--- src/rtl/bthg_pkg.sv ---
package bthg_pkg;
  localparam int HDR_W  = 14;
  localparam int TIME_W = 9;
  localparam int NSRC   = 5;

  typedef enum logic [2:0] {
    SRC_PROTON = 3'd0,
    SRC_PBAR   = 3'd1,
    SRC_EITHER = 3'd2,
    SRC_SAMPLE = 3'd3,
    SRC_RF     = 3'd4
  } src_e;

  typedef struct packed {
    logic              cal;
    logic              proton;
    logic              pbar;
    logic              dvalid;
    logic              inject;
    logic [TIME_W-1:0] tfield;
  } hdr_t;
endpackage

--- src/rtl/bthg_phase.sv ---
module bthg_phase #(
  parameter int PH_LEN = 7,
  parameter int TICK_A = 3,
  parameter int TICK_B = 6
) (
  input  logic clk,
  input  logic rst_n,
  input  logic clr,
  output logic tick
);
  localparam int PH_W = $clog2(PH_LEN);

  logic [PH_W-1:0] ph_q;

  always_ff @(posedge clk or negedge rst_n) begin
    if (!rst_n)                              ph_q <= '0;
    else if (clr)                            ph_q <= '0;
    else if (ph_q == PH_W'(PH_LEN - 1))      ph_q <= '0;
    else                                     ph_q <= ph_q + 1'b1;
  end

  assign tick = (ph_q == PH_W'(TICK_A)) || (ph_q == PH_W'(TICK_B));
endmodule

--- src/rtl/bthg_ctr_bank.sv ---
module bthg_ctr_bank #(
  parameter int NCNT  = 5,
  parameter int CNT_W = 16,
  parameter int OUT_W = 9
) (
  input  logic                 clk,
  input  logic                 rst_n,
  input  logic                 clr,
  input  logic [NCNT-1:0]      inc,
  output logic [OUT_W-1:0]     low [NCNT]
);
  for (genvar i = 0; i < NCNT; i++) begin : g_ctr
    logic [CNT_W-1:0] cnt_q;

    always_ff @(posedge clk or negedge rst_n) begin
      if (!rst_n)      cnt_q <= '0;
      else if (clr)    cnt_q <= '0;
      else if (inc[i]) cnt_q <= cnt_q + 1'b1;
    end

    assign low[i] = cnt_q[OUT_W-1:0];
  end
endmodule

--- src/rtl/bthg_sticky.sv ---
module bthg_sticky #(
  parameter int N = 3
) (
  input  logic         clk,
  input  logic         rst_n,
  input  logic         clr,
  input  logic         tick,
  input  logic [N-1:0] ev,
  output logic [N-1:0] held
);
  for (genvar i = 0; i < N; i++) begin : g_hold
    logic h_q;

    always_ff @(posedge clk or negedge rst_n) begin
      if (!rst_n)    h_q <= 1'b0;
      else if (clr)  h_q <= 1'b0;
      else if (tick) h_q <= ev[i];
      else           h_q <= h_q | ev[i];
    end

    assign held[i] = h_q;
  end
endmodule

--- src/rtl/beam_hdr_gen.sv ---
module beam_hdr_gen
  import bthg_pkg::*;
#(
  parameter int CNT_W  = 16,
  parameter int PH_LEN = 7,
  parameter int TICK_A = 3,
  parameter int TICK_B = 6
) (
  input  logic             clk,
  input  logic             rst_n,
  input  logic             acq_start,
  input  logic             proton_mark,
  input  logic             pbar_mark,
  input  logic             inj_mark,
  input  logic             data_valid,
  input  logic             cal_mode,
  input  logic [2:0]       src_sel,
  input  logic             hdr_ready,
  output logic             smp_tick,
  output logic             hdr_valid,
  output logic [HDR_W-1:0] hdr_word
);
  localparam int NMARK = 3;

  logic              tick;
  logic [NSRC-1:0]   inc;
  logic [TIME_W-1:0] low [NSRC];
  logic [NMARK-1:0]  held;
  logic [TIME_W-1:0] tsel;
  src_e              src_q;
  hdr_t              hdr_q;
  logic              vld_q;

  bthg_phase #(.PH_LEN(PH_LEN), .TICK_A(TICK_A), .TICK_B(TICK_B)) u_phase (
    .clk(clk), .rst_n(rst_n), .clr(acq_start), .tick(tick)
  );

  always_comb begin
    inc = '0;
    inc[SRC_PROTON] = proton_mark;
    inc[SRC_PBAR]   = pbar_mark;
    inc[SRC_EITHER] = proton_mark | pbar_mark;
    inc[SRC_SAMPLE] = tick;
    inc[SRC_RF]     = 1'b1;
  end

  bthg_ctr_bank #(.NCNT(NSRC), .CNT_W(CNT_W), .OUT_W(TIME_W)) u_ctrs (
    .clk(clk), .rst_n(rst_n), .clr(acq_start), .inc(inc), .low(low)
  );

  bthg_sticky #(.N(NMARK)) u_marks (
    .clk(clk), .rst_n(rst_n), .clr(acq_start), .tick(tick),
    .ev({inj_mark, pbar_mark, proton_mark}), .held(held)
  );

  always_ff @(posedge clk or negedge rst_n) begin
    if (!rst_n)    src_q <= SRC_PROTON;
    else if (tick) src_q <= (src_sel > 3'd4) ? SRC_RF : src_e'(src_sel);
  end

  always_comb begin
    case (src_q)
      SRC_PROTON: tsel = low[SRC_PROTON];
      SRC_PBAR:   tsel = low[SRC_PBAR];
      SRC_EITHER: tsel = low[SRC_EITHER];
      SRC_SAMPLE: tsel = low[SRC_SAMPLE];
      default:    tsel = low[SRC_RF];
    endcase
  end

  always_ff @(posedge clk or negedge rst_n) begin
    if (!rst_n) begin
      hdr_q <= '0;
      vld_q <= 1'b0;
    end else if (tick) begin
      hdr_q.cal    <= cal_mode;
      hdr_q.proton <= held[0];
      hdr_q.pbar   <= held[1];
      hdr_q.dvalid <= data_valid;
      hdr_q.inject <= held[2];
      hdr_q.tfield <= tsel;
      vld_q        <= 1'b1;
    end else if (vld_q && hdr_ready) begin
      vld_q <= 1'b0;
    end
  end

  assign smp_tick  = tick;
  assign hdr_valid = vld_q;
  assign hdr_word  = hdr_q;
endmodule

--- config.mk ---
export PLATFORM = sky130hd
export DESIGN_NAME = beam_hdr_gen
export DESIGN_NICKNAME = d
export VERILOG_FILES = /design/src/rtl/bthg_pkg.sv /design/src/rtl/bthg_phase.sv /design/src/rtl/bthg_ctr_bank.sv /design/src/rtl/bthg_sticky.sv /design/src/rtl/beam_hdr_gen.sv
export SDC_FILE = /design/constraint.sdc
export NUM_CORES = 1
export LEC_CHECK = 0
export CELL_PAD_IN_SITES_DETAIL_PLACEMENT = 1
export CELL_PAD_IN_SITES_GLOBAL_PLACEMENT = 1
export CORE_MARGIN = 2
export CORE_UTILIZATION = 40
export DETAILED_ROUTE_END_ITERATION = 7
export DONT_BUFFER_PORTS = 1
export PLACE_DENSITY = 0.71
export SYNTH_ARGS = -nofsm -noshare
export SYNTH_HDL_FRONTEND = slang
export SYNTH_SLANG_ARGS = --single-unit
--- constraint.sdc ---
create_clock -name clk -period 1.55 [get_ports clk]
set_input_delay 0.0775 -clock clk [delete_from_list [all_inputs] [get_ports clk]]
set_output_delay 0.0775 -clock clk [all_outputs]
set_load 0.03 [all_outputs]
Word-level counts from Yosys, hierarchy flattened
Cells that the tools add are included.
{ "word_totals": {"ff_bits": 104, "inputBits": 12, "output_inout_bits": 16, "word_cells": 62} }
{ "op_classes": {"addsub": 6, "order_cmp": 1, "eq_ne": 5, "n_mux": 21, "bitwise_logic": 4, "n_reduce_logical": 8} }
{ "ops": {"columns": ["operator", "count"], "rows": [
  ["$mux W16", 9],
  ["$add A16 B1 Y16 const B", 5],
  ["$pmux W9 S4", 1],
  ["$reduce_bool A2 Y1", 5],
  ["$eq A3 B2 Y1 const B", 3],
  ["$mux W3", 3],
  ["$mux W1", 8],
  ["$or A1 B1 Y1", 4],
  ["$add A3 B1 Y3 const B", 1],
  ["$eq A3 B1 Y1 const B", 1],
  ["$eq A3 B3 Y1 const B", 1],
  ["$gt A3 B3 Y1 const B", 1],
  ["$logic_not A3 Y1", 1],
  ["$logic_and A1 B1 Y1", 1],
  ["$logic_or A1 B1 Y1", 1]
]} }

Depth between registers and ports, before layout
{ "depth": {"depth_word": 4, "depth_mapped": 5, "depth_no_buf": 4} }

Hierarchy
Synthesis repeated with hierarchy kept, for this count alone.
{ "hier_totals": {"hier_cells": 317, "hier_area_um2": 3399.5} }
{ "by_module_without_submodules": {"columns": ["module", "instances", "cells_per_inst", "area_each_um2", "seq_area_each_um2"], "rows": [
  ["bthg_ctr_bank", 1, 210, 2112.0, 1126.1],
  ["beam_hdr_gen", 1, 80, 1008.5, 450.4],
  ["bthg_sticky", 1, 15, 142.6, 75.1],
  ["bthg_phase", 1, 12, 136.4, 75.1]
]} }

Worst setup path after synthesis
No wires, ideal clock.
{ "synth_timing": {"path_kind": "reg-to-reg", "startpoint": "register u_phase.ph_q[0]", "endpoint": "register u_ctrs.g_ctr[3].cnt_q[2]", "setup_time_ps": 120, "t_arrival_ps": 1350, "t_required_ps": 1430, "slack_ps": 80, "path_stages_with_launch": 6, "path_buffers": 1, "period_less_slack_ps": 1470, "cell_sequence": "dfrtp_1 xor2_1 nand2_1 inv_1 buf_2 a31o_2"} }
{ "synth_between": {"elab_chain_len": 3, "word_cells_on_any_way": 4, "classes_between": "2 x eq/ne; 2 x reduce/logical"} }
{ "synth_lines": {"columns": ["element", "line", "rtl"], "rows": [
  ["start, declared", "bthg_phase.sv:13", "logic [PH_W-1:0] ph_q;"],
  ["start signal, assigned", "bthg_phase.sv:19", "else ph_q <= ph_q + 1'b1;"],
  ["$eq A3 B2 Y1 / $eq A3 B3 Y1 (equally long branches)", "bthg_phase.sv:22", "assign tick = (ph_q == PH_W'(TICK_A)) || (ph_q == PH_W'(TICK_B));"],
  ["$logic_or A1 B1 Y1 *", "bthg_phase.sv:22", null],
  ["named net smp_tick", "beam_hdr_gen.sv:19", "output logic smp_tick,"],
  ["$reduce_bool A2 Y1 (no line) *", null, null],
  ["end signal, assigned", "bthg_ctr_bank.sv:18", "else if (inc[i]) cnt_q <= cnt_q + 1'b1;"],
  ["end, declared", "bthg_ctr_bank.sv:13", "logic [CNT_W-1:0] cnt_q;"]
]} }
The timed path passes the listed nets; every way through them passes the cells marked *.
A chain may end at the register's enable or synchronous reset.

Final worst setup path
{ "layout_timing": {"startpoint": "register u_ctrs.g_ctr[1].cnt_q[2]", "endpoint": "register u_ctrs.g_ctr[1].cnt_q[7]"} }
{ "layout_between": {"elab_chain_len": 3} }
{ "layout_lines": {"columns": ["element", "line", "rtl"], "rows": [
  ["start, declared", "bthg_ctr_bank.sv:13", null],
  ["start signal, assigned", "bthg_ctr_bank.sv:18", null],
  ["$add A16 B1 Y16", "bthg_ctr_bank.sv:18", null],
  ["$mux W16", "bthg_ctr_bank.sv:18", null],
  ["$mux W16", "bthg_ctr_bank.sv:17", "else if (clr) cnt_q <= '0;"]
]} }
Every way passes these cells. The select of a mux whose other input is x is not followed.

==> results.json <==
{
  "worstMarginPinSlew_ns": 1.14,
  "cp_cell_sequence": "nand4_1 -> or4_1 -> a21oi_1",
  "slowest_stage": "or4_1",
  "power.total_mw": 4.86,
  "grt_util_all_layers_pct": 22.2,
  "grt_overflow": 0,
  "p_sw_share_pct": 32.0,
  "wl_um": 9460,
  "dieHeight_um": 96.4,
  "powerDensity_nw_per_um2": 1200,
  "slowest_delay_ns": 0.54,
  "hpwlAfterDp_um": 6180,
  "num_vias": 2756,
  "cp-end-kind": "register",
  "seq_power_share_pct": 52.5,
  "num_antenna_cells": 0,
  "wl_per_cell_um": 20.3,
  "p_int_mw": 3.30,
  "ys_types": 32,
  "max_slew_margin_pct": 23.3,
  "synth_top_cell_area_share_pct": 50.6,
  "h-tree-depth": 3,
  "port_buffers": 0,
  "ios": 28,
  "violations": "negative hold slack",
  "synth_seq_cells": 69,
  "ys_seq_area_share_pct": 50.6,
  "synth_most_common_cell": "dfrtp_1",
  "synthFlopType": "dfrtp_1",
  "place_congestion": 0.806,
  "required_ns": 1.82,
  "die_x_um": 96.4,
  "grt_max_degree": 70,
  "combPwrFrac_pct": 14.8,
  "syn2layout_area_growth_pct": 18.7,
  "critPathMaxFanout": 5,
  "syn_area_per_cell_um2": 10.5,
  "vdd_ir_drop_max_v": 0.000567,
  "tritoncts": "built",
  "finalClockSkew_ns": 0.00846,
  "cts.sinks": 69,
  "drc": 0,
  "clkPwrFrac_pct": 32.8,
  "holdWs_ns": -0.579,
  "core_um2": 8260,
  "hold_buffers": 11,
  "yosys_warnings": 0,
  "clk_pin_slew_ns": 0.08,
  "final_util_pct": 49.0,
  "clk_path_buf_depth": 2,
  "synth_top_cell_by_area": "dfrtp_1",
  "fin_crit_sh_pct": 97.9,
  "reg2reg_slack_ns": 0.03,
  "status": "finished, violations left",
  "syn_nets": 341,
  "hold_viol": 69,
  "ctsRootBufferMaster": "clkbuf_8",
  "fmax_mhz": 659,
  "criticalPathCategory": "reg -> reg",
  "switchingPower_mw": 1.55,
  "antenna_found_initial": 0,
  "worst_ep_arrival_time_ns": 1.78,
  "p_leak_nw": 1.67,
  "synth.top_cells.by_area": "dfrtp_1 51%, a21oi_1 6.7%, mux4_2 5.3%",
  "dr.pass1.iters": 4,
  "grt_pass1_vias": 2832,
  "slew_violations": 0,
  "async_flop_share_pct": 100,
  "start_util_pct": 41.3,
  "start_kind": "register",
  "synthTopCellsByCount": "69 x dfrtp_1, 46 x a21oi_1, 27 x o21ai_0",
  "pre_cts_slack_ns": 0.0347,
  "routed_via_density": 5.91,
  "ant_nets": 0,
  "clock_latency_ns": 0.34,
  "hold_path_class": "in -> async",
  "synth_area_um2": 3410,
  "rsz0062_at_grt": "yes",
  "synth_edf_count": 0,
  "period_needed_ns": 1.52,
  "layout_setup_ws_ns": 0.0333,
  "nets": 373,
  "drt_iter0_markers": 123,
  "synthCells": 324,
  "grt_pass1_wl_um": 15200,
  "drive_gt1_share_pct": 21.1,
  "maxCapViolCount": 0,
  "setup_viol": 0,
  "cts_buffers": 9,
  "fp-row-count": 33,
  "die_area_um2": 9290
}
[sequential cells by signal (all words and copies together), names as in the netlist]
signal              count
u_ctrs.g_ctr.cnt_q     45
hdr_word               14
src_q                   3
u_marks.g_hold.h_q      3
u_phase.ph_q            3
hdr_valid               1
[per-stage QoR]
step | TNS [ns] | area [um2] | instances
floorplan | 0 | 3410 | 324
global route | -0.154 | 4050 | 466
detailed placement | 0 | 3610 | 432
CTS | 0 | 3960 | 461
global placement | 0 | 3610 | 432
finish | 0 | 4050 | 466
[power by group through the flow]
| stage | logic (mW) | registers, mW | clock network [mW] |
|---|---|---|---|
| after floorplan | 0.518 | 2.47 | 0 |
| after global placement | 0.587 | 2.57 | 0 |
| after detailed placement | 0.616 | 2.58 | 0 |
| after CTS | 0.688 | 2.55 | 1.63 |
| after global routing | 0.787 | 2.59 | 1.72 |
| final | 0.717 | 2.55 | 1.59 |
[cell families (layout without fill, tap and decap cells)]
kind of cell / Yosys count / after routing / share of synthesized area, %
and+or+nand+nor: 95 / 95 / 14.9
AOI/OAI and AO/OA: 87 / 87 / 13.9
DFF: 69 / 69 / 50.6
muxes: 27 / 27 / 11.2
buffers and inverters: 26 / 63 / 3.70
xor gates and xnor gates: 15 / 15 / 3.85
adders and majority gates: 5 / 5 / 1.83
[path summary, 6_finish.rpt]
kind / startpoint / endpoint / cells after the start
setup / recovery: u_ctrs.g_ctr[1].cnt_q[2] / u_ctrs.g_ctr[1].cnt_q[7] / 3
hold / removal: rst_n / u_ctrs.g_ctr[0].cnt_q[1] / 0
setup reg to reg: u_ctrs.g_ctr[1].cnt_q[2] / u_ctrs.g_ctr[1].cnt_q[7] / 3
hold reg to reg: u_marks.g_hold[0].h_q / hdr_word[12] / 1
max in group asynchronous: rst_n / u_ctrs.g_ctr[2].cnt_q[3] / 0
min in group clk: acq_start / u_ctrs.g_ctr[3].cnt_q[2] / 2
[final cells by class]
| class | count | area (um2) |
|---|---|---|
| Clock buffer | 10 | 128 |
| Clock inverter | 6 | 87.6 |
| Fill cell | 914 | 4210 |
| Inverter | 8 | 30.0 |
| Multi-Input combinational cell | 229 | 1600 |
| Sequential cell | 69 | 1730 |
| Tap cell | 105 | 131 |
| Timing Repair Buffer | 39 | 342 |
[per-layer routing]
layer / GRT usage (%) / wire length, um / vias up / share of wire [%]
met4: 7.75 / 201 / 0 / 2.1
met1: 28.7 / 4110 / 1438 / 43
met5: 0 / 0 / - / 0
met2: 37.0 / 4810 / 49 / 51
met3: 4.65 / 331 / 18 / 3.5
li1: - / - / 1251 / -
[worst max-delay path, delay by kind of cell, from the launching register on]
kind               cells  cell delay (ns)
AOI/OAI and AO/OA      1             0.15
and+or+nand+nor        2             0.82
DFF                    1             0.47
[cells in the final DEF, fill, tap and decap left out, types with 10 or more instances in the layout]
cell           instances
o21ai_0               27
or3_1                 12
mux2i_1               10
dlygate4sd3_1         10
nand2_1               15
xor2_1                11
buf_4                 25
nor2_1                22
nand4_1               13
a21oi_1               45
dfrtp_1               67
[timing repair]
item,in CTS,in global routing
setup endpoints to repair,1,18
gates cloned,0,0
hold endpoints to repair,126,69
pin swaps,1,6
buffers inserted,2,6
gates resized for setup,3,12
(Power assumes the default switching activity.)
